### src/rtl/spi_chan_pkg.sv
package spi_chan_pkg;
    localparam logic [1:0] ADDR_MODE = 2'd0;
    localparam logic [1:0] ADDR_OP   = 2'd1;
    localparam logic [1:0] ADDR_DATA = 2'd2;

    // mode word fields
    localparam int MODE_CKSEL_B = 15;
    localparam int MODE_IRQ_B   = 0;

    // operation word fields
    localparam int OP_TXE_B = 15;
    localparam int OP_RXE_B = 14;
    localparam int OP_PHA_B = 13;
    localparam int OP_POL_B = 12;
    localparam int OP_LSB_B = 7;
endpackage

### src/rtl/spi_baud_gen.sv
module spi_baud_gen #(
    parameter int DIV_W = 7
) (
    input  logic             clk,
    input  logic             rst_n,
    input  logic             clr,
    input  logic             en0,
    input  logic             en1,
    input  logic             sel,
    input  logic [DIV_W-1:0] div,
    output logic             tick
);
    typedef struct packed {
        logic [DIV_W-1:0] cnt;
        logic             tick;
    } baud_t;

    baud_t q, d;
    logic  en_sel;

    always_comb begin
        d      = q;
        d.tick = 1'b0;
        en_sel = sel ? en1 : en0;
        if (clr) begin
            d.cnt = '0;
        end else if (en_sel) begin
            if (q.cnt == div) begin
                d.cnt  = '0;
                d.tick = 1'b1;
            end else begin
                d.cnt = q.cnt + DIV_W'(1);
            end
        end
    end

    always_ff @(posedge clk or negedge rst_n) begin
        if (!rst_n) q <= '0;
        else        q <= d;
    end

    assign tick = q.tick;

    // the counter never passes the divider while counting
    p_cnt_bound_r3: assert property (@(posedge clk) disable iff (!rst_n)
        (!clr && $past(!clr)) |-> (q.cnt <= div));
endmodule

### src/rtl/spi_frame_eng.sv
module spi_frame_eng #(
    parameter int DATA_W = 8,
    localparam int NB_W   = $clog2(DATA_W + 1),
    localparam int SEL_W  = $clog2(DATA_W),
    localparam int EDGE_W = SEL_W + 1
) (
    input  logic              clk,
    input  logic              rst_n,
    input  logic              abort,
    input  logic              start,
    input  logic [DATA_W-1:0] tx_data,
    input  logic              pol,
    input  logic              pha,
    input  logic              lsb_first,
    input  logic [NB_W-1:0]   nbits,
    input  logic              tick,
    input  logic              sdi,
    output logic              busy,
    output logic              sck,
    output logic              sdo,
    output logic              done,
    output logic [DATA_W-1:0] rx_data
);
    typedef struct packed {
        logic              busy;
        logic              sck;
        logic              sdo;
        logic              done;
        logic [EDGE_W-1:0] edge_n;
        logic [NB_W-1:0]   out_t;
        logic [DATA_W-1:0] tx;
        logic [DATA_W-1:0] rx;
    } eng_t;

    eng_t q, d;
    logic [EDGE_W-1:0] last_edge;
    logic              leading;
    logic              smp_edge;

    // bit of the word that goes out in time slot t
    function automatic logic pick(logic [DATA_W-1:0] w, logic [NB_W-1:0] t,
                                  logic [NB_W-1:0] n, logic lsb);
        logic [NB_W-1:0] i;
        i = lsb ? t : (n - NB_W'(1) - t);
        return w[i[SEL_W-1:0]];
    endfunction

    always_comb begin
        d         = q;
        d.done    = 1'b0;
        last_edge = EDGE_W'({nbits, 1'b0} - (NB_W+1)'(1));
        leading   = ~q.edge_n[0];
        smp_edge  = pha ? ~leading : leading;
        if (abort) begin
            d.busy = 1'b0;
            d.sck  = pol;
        end else if (start && !q.busy) begin
            d.busy   = 1'b1;
            d.edge_n = '0;
            d.tx     = tx_data;
            d.rx     = '0;
            d.sck    = pol;
            if (!pha) begin
                d.sdo   = pick(tx_data, '0, nbits, lsb_first);
                d.out_t = NB_W'(1);
            end else begin
                d.out_t = '0;
            end
        end else if (q.busy && tick) begin
            d.sck = ~q.sck;
            if (smp_edge) begin
                if (lsb_first) d.rx[q.edge_n[EDGE_W-1:1]] = sdi;
                else           d.rx = {q.rx[DATA_W-2:0], sdi};
            end else if (q.out_t < nbits) begin
                d.sdo   = pick(q.tx, q.out_t, nbits, lsb_first);
                d.out_t = q.out_t + NB_W'(1);
            end
            if (q.edge_n == last_edge) begin
                d.busy = 1'b0;
                d.done = 1'b1;
            end else begin
                d.edge_n = q.edge_n + EDGE_W'(1);
            end
        end else if (!q.busy) begin
            d.sck = pol;
        end
    end

    always_ff @(posedge clk or negedge rst_n) begin
        if (!rst_n) q <= '0;
        else        q <= d;
    end

    assign busy    = q.busy;
    assign sck     = q.sck;
    assign sdo     = q.sdo;
    assign done    = q.done;
    assign rx_data = q.rx;

    // after its edges a frame leaves the clock at its resting level
    p_sck_rest_r3: assert property (@(posedge clk) disable iff (!rst_n)
        $fell(q.busy) |-> (q.sck == pol));
    // the edge counter stays inside twice the frame length
    p_edge_bound_r6: assert property (@(posedge clk) disable iff (!rst_n)
        q.busy |-> ({1'b0, q.edge_n} < {nbits, 1'b0}));
    // the data output does not move while no frame runs
    p_sdo_hold_r11: assert property (@(posedge clk) disable iff (!rst_n)
        (!q.busy && !$past(q.busy)) |-> $stable(q.sdo));
endmodule

### src/rtl/spi_master_chan.sv
module spi_master_chan
    import spi_chan_pkg::*;
#(
    parameter int REG_W  = 16,
    parameter int DIV_W  = 7,
    parameter int DATA_W = 8,
    parameter int LEN_W  = 4,
    localparam int NB_W  = $clog2(DATA_W + 1)
) (
    input  logic             clk,
    input  logic             rst_n,
    input  logic             run_en,
    input  logic             pre_en0,
    input  logic             pre_en1,
    input  logic             reg_wr,
    input  logic [1:0]       reg_addr,
    input  logic [REG_W-1:0] reg_wdata,
    output logic [REG_W-1:0] reg_rdata,
    input  logic             sdi,
    output logic             sck,
    output logic             sdo,
    output logic             irq
);
    typedef struct packed {
        logic [REG_W-1:0]  mode;
        logic [REG_W-1:0]  op;
        logic [DIV_W-1:0]  div;
        logic [DATA_W-1:0] txbuf;
        logic              txfull;
        logic [DATA_W-1:0] rxd;
        logic              irq;
    } chan_t;

    chan_t q, d;

    logic              eng_busy, eng_done, tick, start, chan_ok;
    logic [DATA_W-1:0] eng_rx;
    logic [LEN_W-1:0]  len_code;
    logic [NB_W-1:0]   nbits;

    assign chan_ok  = run_en && q.op[OP_TXE_B] && q.op[OP_RXE_B];
    assign start    = chan_ok && !eng_busy && q.txfull;
    assign len_code = q.op[LEN_W-1:0];
    assign nbits    = (len_code >= LEN_W'(DATA_W - 1)) ? NB_W'(DATA_W)
                                                       : NB_W'(len_code) + NB_W'(1);

    always_comb begin
        d     = q;
        d.irq = q.mode[MODE_IRQ_B] ? start : eng_done;
        if (start)    d.txfull = 1'b0;
        if (!run_en)  d.txfull = 1'b0;
        if (eng_done) d.rxd    = eng_rx;
        if (reg_wr) begin
            case (reg_addr)
                ADDR_MODE: if (!run_en) d.mode = reg_wdata;
                ADDR_OP:   if (!run_en) d.op   = reg_wdata;
                ADDR_DATA: begin
                    if (run_en) begin
                        d.txbuf  = reg_wdata[DATA_W-1:0];
                        d.txfull = 1'b1;
                    end else begin
                        d.div = reg_wdata[REG_W-1:REG_W-DIV_W];
                    end
                end
                default: ;
            endcase
        end
    end

    always_ff @(posedge clk or negedge rst_n) begin
        if (!rst_n) q <= '0;
        else        q <= d;
    end

    always_comb begin
        case (reg_addr)
            ADDR_MODE: reg_rdata = q.mode;
            ADDR_OP:   reg_rdata = q.op;
            ADDR_DATA: reg_rdata = run_en ? {{(REG_W-DATA_W){1'b0}}, q.rxd}
                                          : {q.div, {(REG_W-DIV_W){1'b0}}};
            default:   reg_rdata = '0;
        endcase
    end

    spi_baud_gen #(.DIV_W(DIV_W)) i_baud (
        .clk   (clk),
        .rst_n (rst_n),
        .clr   (!eng_busy),
        .en0   (pre_en0),
        .en1   (pre_en1),
        .sel   (q.mode[MODE_CKSEL_B]),
        .div   (q.div),
        .tick  (tick)
    );

    spi_frame_eng #(.DATA_W(DATA_W)) i_eng (
        .clk       (clk),
        .rst_n     (rst_n),
        .abort     (!run_en),
        .start     (start),
        .tx_data   (q.txbuf),
        .pol       (q.op[OP_POL_B]),
        .pha       (q.op[OP_PHA_B]),
        .lsb_first (q.op[OP_LSB_B]),
        .nbits     (nbits),
        .tick      (tick),
        .sdi       (sdi),
        .busy      (eng_busy),
        .sck       (sck),
        .sdo       (sdo),
        .done      (eng_done),
        .rx_data   (eng_rx)
    );

    assign irq = q.irq;

    // the divider cannot change during a cycle that followed running
    p_div_frozen_r8: assert property (@(posedge clk) disable iff (!rst_n)
        $past(run_en) |-> $stable(q.div));
    // configuration words keep their value while running
    p_cfg_frozen_r9: assert property (@(posedge clk) disable iff (!rst_n)
        $past(run_en) |-> ($stable(q.mode) && $stable(q.op)));
    // a frame only begins with both enables set
    p_start_gate_r7: assert property (@(posedge clk) disable iff (!rst_n)
        $rose(eng_busy) |-> (q.op[OP_TXE_B] && q.op[OP_RXE_B] && run_en));
    // the interrupt is a single-cycle pulse
    p_irq_pulse_r10: assert property (@(posedge clk) disable iff (!rst_n)
        irq |=> !irq);
endmodule

### config.mk
export PLATFORM = sky130hd
export DESIGN_NAME = spi_master_chan
export DESIGN_NICKNAME = d
export VERILOG_FILES = /design/src/rtl/spi_chan_pkg.sv /design/src/rtl/spi_baud_gen.sv /design/src/rtl/spi_frame_eng.sv /design/src/rtl/spi_master_chan.sv
export SDC_FILE = /design/constraint.sdc
export NUM_CORES = 1
export LEC_CHECK = 0
export ABC_AREA = 1
export ABC_CLOCK_PERIOD_IN_PS = 4600
export BUFFER_PORTS_ARGS = -buffer_cell sky130_fd_sc_hd__buf_2
export CAP_MARGIN = 20
export CORE_AREA = 2 2 93 95
export DETAILED_ROUTE_END_ITERATION = 8
export DIE_AREA = 0 0 95 97
export PLACE_DENSITY = 0.78
export SYNTH_ARGS = -nofsm -noshare
export SYNTH_HDL_FRONTEND = slang
export SYNTH_SLANG_ARGS = --single-unit
### constraint.sdc
create_clock -name clk -period 4.6 [get_ports clk]
set_input_delay 0.23 -clock clk [delete_from_list [all_inputs] [get_ports clk]]
set_output_delay 0.23 -clock clk [all_outputs]
set_load 0.005 [all_outputs]
Yosys cells after proc, flatten, opt, wreduce, memory -nomap -nowiden
Index checks and enable logic that the tools add are counted.
{"block": "classes", "addsub": 7, "magnitude_cmp": 6, "eq_ne": 11, "n_mux": 48, "bitwise_logic": 3, "reduce_logical": 22}
{"operator": "$mux W8", "count": 7}
{"operator": "$pmux W16 S3", "count": 1}
{"operator": "$mux W25", "count": 1}
{"operator": "$mux W1", "count": 23}
{"operator": "$reduce_and A3 Y1", "count": 6}
{"operator": "$mux W16", "count": 1}
{"operator": "$mux W4", "count": 4}
{"operator": "$mux W7", "count": 2}
{"operator": "$add A4 B1 Y4 const B", "count": 3}
{"operator": "$lt A3 B4 Y1 const B", "count": 3}
{"operator": "$mux W10", "count": 1}
{"operator": "$mux W3", "count": 3}
{"operator": "$bwmux W8", "count": 1}
{"operator": "$add A7 B1 Y7 const B", "count": 1}
{"operator": "$eq A7 B7 Y1", "count": 1}
{"operator": "$logic_and A1 B1 Y1", "count": 7}
{"operator": "$bmux W1 S3", "count": 2}
{"operator": "$ne A2 B2 Y1 const B", "count": 3}
{"operator": "$ne A3 B1 Y1 const B", "count": 2}
{"operator": "$reduce_bool A2 Y1", "count": 3}
{"operator": "$reduce_and A5 Y1", "count": 1}
{"operator": "$eq A4 B4 Y1", "count": 1}
{"operator": "$ge A4 B3 Y1 const B", "count": 1}
{"operator": "$lt A4 B4 Y1", "count": 1}
{"operator": "other kinds (15)", "count": 18}
{"block": "totals", "output_inout_bits": 19, "wordCells": 114, "inputBits": 25, "regBits": 93}

Longest topological paths before layout
Gate-level depths: netlist (run 1).
{"block": "logic_depth", "word_depth": 12, "depth_mapped": 16, "ltp_nobuf": 16}

By module
Synthesis (run 1) repeated with hierarchy kept, for this count alone.
{"block": "unflattened", "cells_unflattened": 675, "area_unflattened_um2": 5218.8}
{"mod": "spi_master_chan", "area_each_um2": 2661.3, "seq_area_each_um2": 1426.4, "instances": 1, "cells_each": 313}
{"mod": "spi_frame_eng", "area_each_um2": 2014.4, "seq_area_each_um2": 700.7, "instances": 1, "cells_each": 284}
{"mod": "spi_baud_gen", "area_each_um2": 543.0, "seq_area_each_um2": 200.2, "instances": 1, "cells_each": 78}

Least setup slack after synthesis (run 1)
Ideal clock, no wire load.
{"block": "synth_timing", "path_type": "reg-to-reg", "start": "reg q (netlist bit len_code[0])", "end": "reg i_eng.q (netlist bit i_eng.sdo)", "t_required_ns": 4.477, "n_path_buf": 0, "arrival_time_ns": 2.295, "setup_ns": 0.123, "path_stages_with_launch": 14, "slack_ns": 2.182, "synth_period_minus_slack_ns": 2.418, "cell_sequence": "dfrtp_1 -> ha_1 -> nand2_2 -> nand3_2 -> ha_1 -> fa_1 -> o21ai_0 -> inv_1 -> nand2_1 -> nand2_1 -> inv_1 -> nand3_1 -> nand3_1 -> a21oi_1"}
{"block": "synth_via", "elab_chain_cells": 11, "word_cells_on_any_way": 19, "classes_between": "3 x add/sub; 2 x order compare; 12 x mux; 2 x reduce/logical"}
{"item": "start, declared", "line_no": "spi_master_chan.sv:34", "text": "chan_t q, d;"}
{"item": "start signal, assigned", "line_no": "spi_master_chan.sv:71", "text": "if (!rst_n) q <= '0;"}
{"item": "start signal, assigned", "line_no": "spi_master_chan.sv:72", "text": "else q <= d;"}
{"item": "$add A4 B1 Y4 or $ge A4 B3 Y1 (tied branches)", "line_no": "spi_master_chan.sv:45, spi_master_chan.sv:44"}
{"item": "$mux W4 *", "line_no": "spi_master_chan.sv:44", "text": "assign nbits = (len_code >= LEN_W'(DATA_W - 1)) ? NB_W'(DATA_W)"}
{"item": "$sub A3 B1 Y3", "line_no": "spi_frame_eng.sv:44", "text": "i = lsb ? t : (n - NB_W'(1) - t);"}
{"item": "$sub A3 B3 Y3", "line_no": "spi_frame_eng.sv:44"}
{"item": "$mux W3", "line_no": "spi_frame_eng.sv:44"}
{"item": "$bmux W1 S3", "line_no": "spi_frame_eng.sv:45", "text": "return w[i[SEL_W-1:0]];"}
{"item": "$mux W1 (implied by the code)", "line_no": "spi_frame_eng.sv:45"}
{"item": "$mux W1", "line_no": "spi_frame_eng.sv:74", "text": "end else if (q.out_t < nbits) begin"}
{"item": "$mux W1", "line_no": "spi_frame_eng.sv:71", "text": "if (smp_edge) begin"}
{"item": "$mux W10", "line_no": "spi_frame_eng.sv:69", "text": "end else if (q.busy && tick) begin"}
{"item": "$mux W3", "line_no": "spi_frame_eng.sv:57", "text": "end else if (start && !q.busy) begin"}
{"item": "end signal, assigned", "line_no": "spi_frame_eng.sv:90", "text": "if (!rst_n) q <= '0;"}
{"item": "end signal, assigned", "line_no": "spi_frame_eng.sv:91", "text": "else q <= d;"}
{"item": "end, declared", "line_no": "spi_frame_eng.sv:35", "text": "eng_t q, d;"}
Mark *: on every way between the ends. The rest lies on a longest branch, timed or not. The select of a mux whose other input is x is not followed.
A chain may end at the register's enable or synchronous reset.

Worst setup path in the final report (run 1)
Same ends and word-level chain as after synthesis.

==> results of run 1 <==
-- routing by layer --
layer	part of all wire [%]	wire length, um	up-vias
met2	50	5740	125
met1	44	5050	2030
li1	-	-	2015
met4	1.9	216	0
met3	4.8	559	17
met5	0	0	-
-- worst paths after layout --
check / startpoint / endpoint / slack [ns] / depth (start not counted)
max in group asynchronous: rst_n / q[32] / 3.21 / 3
min in group asynchronous: rst_n / i_eng.q[13] / 0.47 / 2
worst max register to register: len_code[0] / i_eng.sdo / 1.96 / 13
worst min-delay path: reg_wdata[8] / q[49] / 0.13 / 3
worst min register to register: i_eng.q[10] / i_eng.q[10] / 0.49 / 2
worst max-delay path: len_code[0] / i_eng.sdo / 1.96 / 13
-- kinds of logic (layout without fill, tap and decap cells) --
kind of cell / count (synthesis) / after routing / synth area share [%]
DFF: 93 / 93 / 48.9
AOI/OAI and AO/OA: 143 / 143 / 16.9
and+or+nand+nor: 234 / 234 / 20.8
xor gates and xnor gates: 15 / 15 / 2.76
adders and majority gates: 11 / 11 / 3.05
buffers and inverters: 95 / 137 / 7.68
-- cell type report --
| cell class | count | area, sq um |
|---|---|---|
| timing repair buffer | 46 | 243 |
| tap | 105 | 131 |
| multi-input combinational | 403 | 2070 |
| inverter | 75 | 282 |
| clock inverter | 4 | 55.1 |
| fill | 685 | 2880 |
| sequential | 93 | 2330 |
| clock buffer | 12 | 145 |
-- sequential cells by signal (all words and copies together), names as in the netlist --
register       flops
q                 52
i_eng.q           16
i_eng.rx_data      8
i_baud.q           7
len_code           4
i_baud.tick        1
i_eng.busy         1
i_eng.done         1
i_eng.sck          1
i_eng.sdo          1
irq                1
-- worst max-delay path, cell delays in order, from the launching register on --
cell and delay, ns:
dfrtp_1 0.42, ha_1 0.24, nand2_2 0.12, nand3_2 0.14
ha_1 0.38, fa_1 0.45, o21ai_0 0.28, inv_1 0.10
nand2_1 0.08, nand2_1 0.05, inv_1 0.05, nand3_1 0.07
nand3_1 0.08, a21oi_1 0.06
-- power by group through the flow --
| stage | clock network [mW] | registers, mW | logic (mW) |
|---|---|---|---|
| after floorplan | 0 | 0.986 | 0.339 |
| after global placement | 0 | 1.01 | 0.444 |
| after detailed placement | 0 | 1.02 | 0.460 |
| after CTS | 0.573 | 1.00 | 0.465 |
| after global routing | 0.604 | 1.01 | 0.538 |
| final | 0.564 | 1.00 | 0.465 |
-- placed cells by master, fill, tap and decap left out, drive strengths merged, types with 7 or more instances in the layout --
master and instances:
a21oi 23, buf 45, clkbuf 12, dfrtp 93, ha 10, inv 76
nand2 155, nand3 34, nor2 28, nor3 10, o211ai 7, o21ai 92
xor2 12
==> qor.csv, run 1 <==
stage;metric;value;unit
status;status;finished, final reports clean;
timing;fmax;0.379;GHz
synthesis;synth_warnings;0;
synthesis;synth_edf_count;0;
worst_setup_path;cp-end-kind;flip-flop;
route;wirelength;11600;um
run;maxCapViolations;0;
placed_design;dp_hpwl;8330;um
global_route;met1_usage;36.7;%
global_route;grt_overflow;0;
pwr;combPwrFrac;22.9;%
timing;fin_crit;2.64;ns
finish;area_growth;10.3;%
route;num_vias;4187;
pwr;power_density;387;nW/um^2
global_route;antenna_found_initial;0;
clocking;clock-root-buffer;clkbuf_8;
die;rows;33;
synthesis;yosysTopAreaCell;dfrtp_1;
timing;finalMaxSlewViolations;0;
synthesis;yosys-top-cells-count;nand2_1, dfrtp_1, o21ai_0, inv_1, nand3_1;
worst_hold_path;hold_class;input port to flip-flop;
clocking;cts_made_buffers;9;
synthesis;synthCells;591;
clocking;htreeDepth;3;
placed_design;dp.cells;721;
timing;grt_setup_unrepaired;no;
synthesis;synthTopCellsByArea;dfrtp_1, nand2_1, o21ai_0, inv_1, nand3_1;
pwr;p_int;1.36;mW
worst_setup_path;arrival;2.89;ns
route;drc_errors;0;
route;vias_per_cell;5.67;
timing;setup_viol;0;
clocking;clock_path_buffers;2;
die;initial_utilization;58.5;%
synthesis;synth_area;4760;sq um
placed_design;portBuffers;43;
timing;hold-worst-slack;0.131;ns
synthesis;ys_types;38;
timing;post-route-period-util;57.4;%
synthesis;yosysTopAreaCellShare;48.9;%
pwr;p_leak;2.67;nW
global_route;met3_usage;3.97;%
clocking;clkTransAtPathRegs;0.09;ns
route;wire_per_inst;15.7;um
global_route;gr-usage-met2;44.2;%
timing;tns;0;ns
clocking;hold_buffers;1;
route;drtIter0Drc;388;
synthesis;synth_seq_cells;93;
pwr;switching_power;0.668;mW
die;die_h;97;um
worst_setup_path;crit_fanout;6;
timing;fin_ws;1.96;ns
finish;design_area;5250;sq um
timing;hold_violations;0;
synthesis;synth.most_common_cell;nand2_1;
synthesis;yosysSeqAreaShare;48.9;%
global_route;grt_pass1_vias;4139;
worst_setup_path;cp.required;4.85;ns
finish;diodes;0;
die;fp.dieW;95;um
timing;skew;0.00943;ns
pwr;p_total;2.03;mW
timing;max_slew.worst_pin.slew;1.10;ns
route;antenna_left;0;
global_route;grt_busiest_layer;met2;
finish;drive_above_1_share;11.8;%
clocking;cts_setup_buffers;0;
synthesis;syn_nets;627;
synthesis;ys.flop_type;dfrtp_1;
placed_design;gp_congestion;0.873;
clocking;cts_sinks;93;
finish;instances_no_fill;738;
pwr;peakVddDrop;0.229;mV
route;drtPass1Iterations;6;
pwr;switching_share;32.9;%
die;io_pins;44;
die;core_area;8130;sq um
pwr;power_frac_seq;49.3;%
global_route;grt_use_total;27.3;%
synthesis;synth_async_sr_flop_share;100;%
clocking;cts_tree;yes;
synthesis;avgSynthCellArea;8.05;sq um
timing;slew_headroom;26.7;%
die;die-area;9220;sq um
finish;final_util;64.5;%
worst_setup_path;start_kind;flip-flop;
placed_design;place_ws;1.99;ns
placed_design;place_area;5040;sq um
pwr;clockPowerShare;27.8;%
worst_setup_path;worstSetupPathType;flip-flop to flip-flop;
clocking;clock_latency;0.36;ns
global_route;grt_start_max_net_pins;61;
global_route;grt_pass1_wl;19600;um
finish;nets;664;
clocking;cts_resized;0;
(Power assumes the default switching activity.)
==> inputs of run 2 (changes only) <==
ABC_CLOCK_PERIOD_IN_PS = 2430   (was 4600)
clock period = 2.43 ns   (was 4.6 ns; I/O delays follow)
==> run 2 against run 1 <==
  * First-iteration DRC count fell by 21%
  * Sequential share of layout area shrank 1.8 points
  * Global-route usage grew 0.42 points
  * Highest routed layer unchanged
==> qor.csv, run 2 (synthesis results as in run 1) <==
stage;metric;value;unit
global_route;grt_pass1_vias;4177;
worst_hold_path;hold_start;reg_wdata[8];
global_route;grt_start_max_net_pins;94;
worst_setup_path;start_kind;flip-flop;
pwr;power_density;717;nW/um^2
timing;skew;0.00978;ns
worst_setup_path;reg2reg_depth;13;
global_route;grt_use_total;27.7;%
die;core_area;8130;sq um
die;die-area;9220;sq um
finish;layout_common_cells;nand2_1, dfrtp_1, o21ai_0;
worst_hold_path;min_to;q[49];
clocking;cts_sinks;93;
run;maxCapViolations;0;
clocking;clock_path_buffers;2;
worst_setup_path;path_cells;ha_4, nand2_4, buf_4, nand2_1, a31oi_2, ha_1, a21oi_2, o21ai_1, o21ai_2, buf_4, nand3_1, nor2_2, a21oi_2;
timing;slew_headroom;66.9;%
worst_hold_path;whs_path_depth;3;
clocking;cts_made_buffers;9;
die;die_h;97;um
timing;hold_violations;0;
status;status;finished, final reports clean;
finish;largest_reg_flops;52;
worst_setup_path;crit_start;len_code[0];
placed_design;portBuffers;43;
finish;mostFrequentLayoutCell;nand2_1;
placed_design;dp.cells;735;
finish;design_area;5470;sq um
placed_design;place_area;5160;sq um
global_route;grt_overflow;0;
clocking;clkTransAtPathRegs;0.10;ns
global_route;grt_pass1_wl;20100;um
timing;fmax;0.432;GHz
worst_setup_path;cp.required;2.69;ns
die;rows;33;
timing;post-route-period-util;95.3;%
finish;nets;684;
route;wirelength;12000;um
worst_hold_path;hold_class;input port to flip-flop;
clocking;clock_latency;0.37;ns
finish;drive_above_1_share;16.4;%
timing;setup_viol;0;
route;drtPass1Iterations;5;
clocking;clock-root-buffer;clkbuf_8;
worst_setup_path;cp-end-kind;flip-flop;
die;initial_utilization;58.5;%
finish;instances_no_fill;757;
pwr;p_total;3.92;mW
die;io_pins;44;
die;fp.dieW;95;um
worst_setup_path;arrival;2.57;ns
pwr;peakVddDrop;0.445;mV
route;drc_errors;0;
route;antenna_left;0;
worst_setup_path;crit_fanout;3;
worst_setup_path;max_stage_delay;0.42;ns
worst_setup_path;worstSetupPathType;flip-flop to flip-flop;
pwr;p_leak;2.77;nW
route;num_vias;4304;
global_route;antenna_found_initial;0;
clocking;cts_tree;yes;
worst_setup_path;r2r-end;i_eng.sdo;
worst_setup_path;reg2reg_from;len_code[0];
clocking;htreeDepth;3;
finish;area_growth;15.0;%
timing;fin_crit;2.32;ns
timing;tns;0;ns
worst_setup_path;r2r_slack;0.11;ns
placed_design;dp_hpwl;8540;um
placed_design;gp_congestion;0.901;
worst_setup_path;crit_path_top_delay_cell;dfrtp_1;
timing;max_slew.worst_pin.slew;0.495;ns
route;vias_per_cell;5.69;
route;wire_per_inst;15.9;um
timing;finalMaxSlewViolations;0;
route;drtIter0Drc;306;
finish;largest-register;q;
finish;diodes;0;
==> run 2: changes by cell type in the layout (fill, tap and decap cells not counted), sizes merged <==
cell | previous run | this run
clkinv | 1 | 2
bufinv | 1 | 0
buf | 45 | 65
clkbuf | 12 | 10
clkinvlp | 1 | 2
==> run 2: worst max-delay path by stage <==
stage	to	cells past startpoint
floorplan	i_eng.sdo	13
global placement	i_eng.sdo	13
detailed placement	i_eng.sdo	12
CTS	i_eng.sdo	14
global route	i_eng.q[19]	13
finish	i_eng.sdo	13
==> run 2: metal layers <==
metal  track usage, %  vias to the layer above  wire length (um)
met3             4.36                       24               679
met4             10.4                        0               219
met5                0                        -                 0
met2             44.4                      153              5860
li1                 -                     2057                 -
met1             37.8                     2070              5270
==> run 2: where the power goes <==
part           leakage (nW)  switching (mW)  internal [mW]  total (mW)
combinational          1.51           0.652          0.444        1.10
clock                0.0787           0.566          0.371       0.937
sequential             1.18           0.151           1.74        1.89
==> run 2: final cells by class <==
cell class                      instances  area (sq um)
Timing Repair Buffer                   66           409
Sequential cell                        93          2330
Multi-Input combinational cell        403          2150
Clock buffer                           10           128
Inverter                               75           284
Tap cell                              105           131
Clock inverter                          5          37.5
Fill cell                             651          2660
==> run 2: worst max-delay path: cells and delay by family, from the launching register on <==
kind,cells,cell delay (ns)
DFF,1,0.42
buffers and inverters,2,0.28
and+or+nand+nor,4,0.35
adders and majority gates,2,0.47
AOI/OAI and AO/OA,5,0.67
==> run 2: repair_timing <==
item,CTS,global route
pin swaps,4,10
buffers inserted,1,5
resized for setup,6,15
hold endpoints to repair,93,0
setup endpoints to repair,1,7
hold buffers,1,0
==> run 2: per-stage QoR <==
step                util [%]  hold slack [ns]  worst slack (ns)
floorplan                  -           -0.174            0.0118
global route            67.3           0.0533           -0.0135
CTS                     66.0           0.0219            0.0109
global placement        63.4            0.206            0.0542
detailed placement      63.4            0.208            -0.144
finish                  67.3           0.0179             0.115
==> inputs of run 3 (changes only) <==
CORE_AREA = 2 2 97 99   (was 2 2 93 95)
DIE_AREA = 0 0 99 101   (was 0 0 95 97)
PLACE_DENSITY = 0.73   (was 0.78)
==> run 3 against run 2 <==
  * Worst hold slack got worse by 0.0062 ns
  * Power increased by 0.92%
  * Utilization decreased by 6.2 points
  * First-iteration DRC count decreased by 12%
  * Largest cell class unchanged
  * Die area increased by 8.5%
  * Clock skew increased by 0.0037 ns
  * Largest power group unchanged
  * Maximum frequency decreased by 0.14%
==> qor.csv, run 3 (synthesis results as in run 1) <==
stage;metric;value;unit
worst_setup_path;max_stage_delay;0.39;ns
timing;setup_viol;0;
finish;area_growth;15.1;%
run;maxCapViolations;0;
status;status;finished, final reports clean;
die;io_pins;44;
finish;nFillCells;791;
route;num_vias;4220;
timing;hold_violations;0;
placed_design;dp_hpwl;8900;um
global_route;grt_pass1_wl;19600;um
clocking;clkTransAtPathRegs;0.09;ns
route;wire_per_inst;15.4;um
worst_setup_path;crit_path_top_delay_cell;dfrtp_1;
clocking;cts_sinks;93;
die;initial_utilization;53.0;%
worst_setup_path;arrival;2.57;ns
finish;layout_common_cells;nand2_1, dfrtp_1, o21ai_0;
route;wirelength;11800;um
global_route;grt_use_total;25.0;%
route;drtPass1Iterations;5;
pwr;p_total;3.96;mW
timing;slew_headroom;64.1;%
placed_design;portBuffers;43;
finish;drive_above_1_share;16.2;%
worst_setup_path;cp.required;2.68;ns
timing;skew;0.0135;ns
clocking;cts_tree;yes;
placed_design;gp_congestion;0.895;
finish;largest_reg_flops;52;
worst_hold_path;hold_start;reg_wdata[8];
global_route;gr-usage-met2;40.7;%
finish;seqCellArea;2330;sq um
die;core_area;8980;sq um
die;fp.dieW;99;um
pwr;peakVddDrop;0.383;mV
global_route;grt_busiest_layer;met2;
global_route;grt_overflow;0;
worst_setup_path;worstSetupPathType;flip-flop to flip-flop;
worst_setup_path;reg2reg_from;len_code[1];
global_route;met1_usage;33.1;%
worst_setup_path;cp-end-kind;flip-flop;
worst_setup_path;path_cells;ha_2, nand2_4, buf_4, nand2_1, a31oi_2, ha_1, a21oi_1, o21ai_1, o21ai_2, nand2_2, buf_4, nand2_1, o21ai_0;
worst_hold_path;hold_class;input port to flip-flop;
global_route;grt_start_max_net_pins;43;
route;antenna_left;0;
route;drtIter0Drc;270;
global_route;met3_usage;2.91;%
finish;largest-register;q;
global_route;grt_pass1_vias;4060;
timing;fin_crit;2.32;ns
route;vias_per_cell;5.51;
worst_setup_path;crit_start;len_code[1];
timing;hold-worst-slack;0.0117;ns
timing;max_slew.worst_pin.slew;0.539;ns
clocking;htreeDepth;3;
pwr;p_leak;2.78;nW
clocking;cts_made_buffers;9;
clocking;clock-root-buffer;clkbuf_8;
global_route;antenna_found_initial;0;
clocking;clock_latency;0.37;ns
finish;nets;686;
clocking;clock_path_buffers;2;
finish;diodes;0;
timing;fmax;0.431;GHz
die;die_h;101;um
timing;finalMaxSlewViolations;0;
finish;multi_input_area;2130;sq um
route;drc_errors;0;
finish;mostFrequentLayoutCell;nand2_1;
worst_setup_path;start_kind;flip-flop;
die;die-area;10000;sq um
worst_setup_path;crit_fanout;4;
die;rows;35;
pwr;power_density;722;nW/um^2
timing;post-route-period-util;95.4;%
## run 3: cell types whose count changed in the layout (fill, tap and decap cells not counted), moves of 2 or more
cell and delta:
ha_2 +2, a21oi_2 -2, a21oi_1 +2, ha_4 -2
nor2_2 -2, buf_4 +3
## run 3: critical path: cells and delay by family, from the launching register on
family | cells | cell delay (ns)
AOI/OAI and AO/OA | 5 | 0.70
adders and majority gates | 2 | 0.49
buffers and inverters | 2 | 0.28
DFF | 1 | 0.39
and+or+nand+nor | 4 | 0.32
## run 3: metrics by stage
stage               setup slack (ns)  area (sq um)  std cells  setup TNS [ns]  util (%)
floorplan                     0.0118          4760        591               0         -
global placement              0.0581          5190        746               0      57.8
detailed placement           -0.0258          5190        746         -0.0258      57.8
CTS                           0.0362          5390        763               0      60.0
global route                 -0.0113          5480        766         -0.0134      61.0
finish                         0.112          5480        766               0      61.0
## run 3: area by class of cell
type,instances,area share (%)
sequential,93,42.5
multi-input combinational,403,38.9
timing repair buffer,68,7.51
inverter,75,5.14
tap,111,2.54
clock buffer,11,2.40
clock inverter,5,1.07
## run 3: worst paths after layout
| check | to | slack, ns | depth (start not counted) |
|---|---|---|---|
| hold reg to reg | q[11] | 0.49 | 2 |
| min in group asynchronous | q[17] | 0.27 | 2 |
| setup reg to reg | i_eng.q[17] | 0.11 | 13 |
| hold / removal | q[49] | 0.01 | 3 |
| max in group asynchronous | q[19] | 1.48 | 3 |
| setup / recovery | i_eng.q[17] | 0.11 | 13 |
## run 3: power breakdown
group | internal (mW) | switching [mW] | leakage [nW] | total, mW
Clock | 0.479 | 0.555 | 0.0899 | 1.03
Combinational | 0.432 | 0.607 | 1.51 | 1.04
Sequential | 1.74 | 0.148 | 1.18 | 1.88
## run 3: routing by layer
| metal | vias up | wire length (um) |
|---|---|---|
| li1 | 2068 | - |
| met3 | 36 | 502 |
| met5 | - | 0 |
| met1 | 1992 | 5310 |
| met4 | 0 | 504 |
| met2 | 124 | 5510 |
## run 3: what timing repair did
action	in CTS	in global routing
hold buffers	1	0
setup buffers	0	3
pin swaps	0	8
hold endpoints to repair	39	0
gates resized for setup	1	15
setup endpoints to repair	1	9
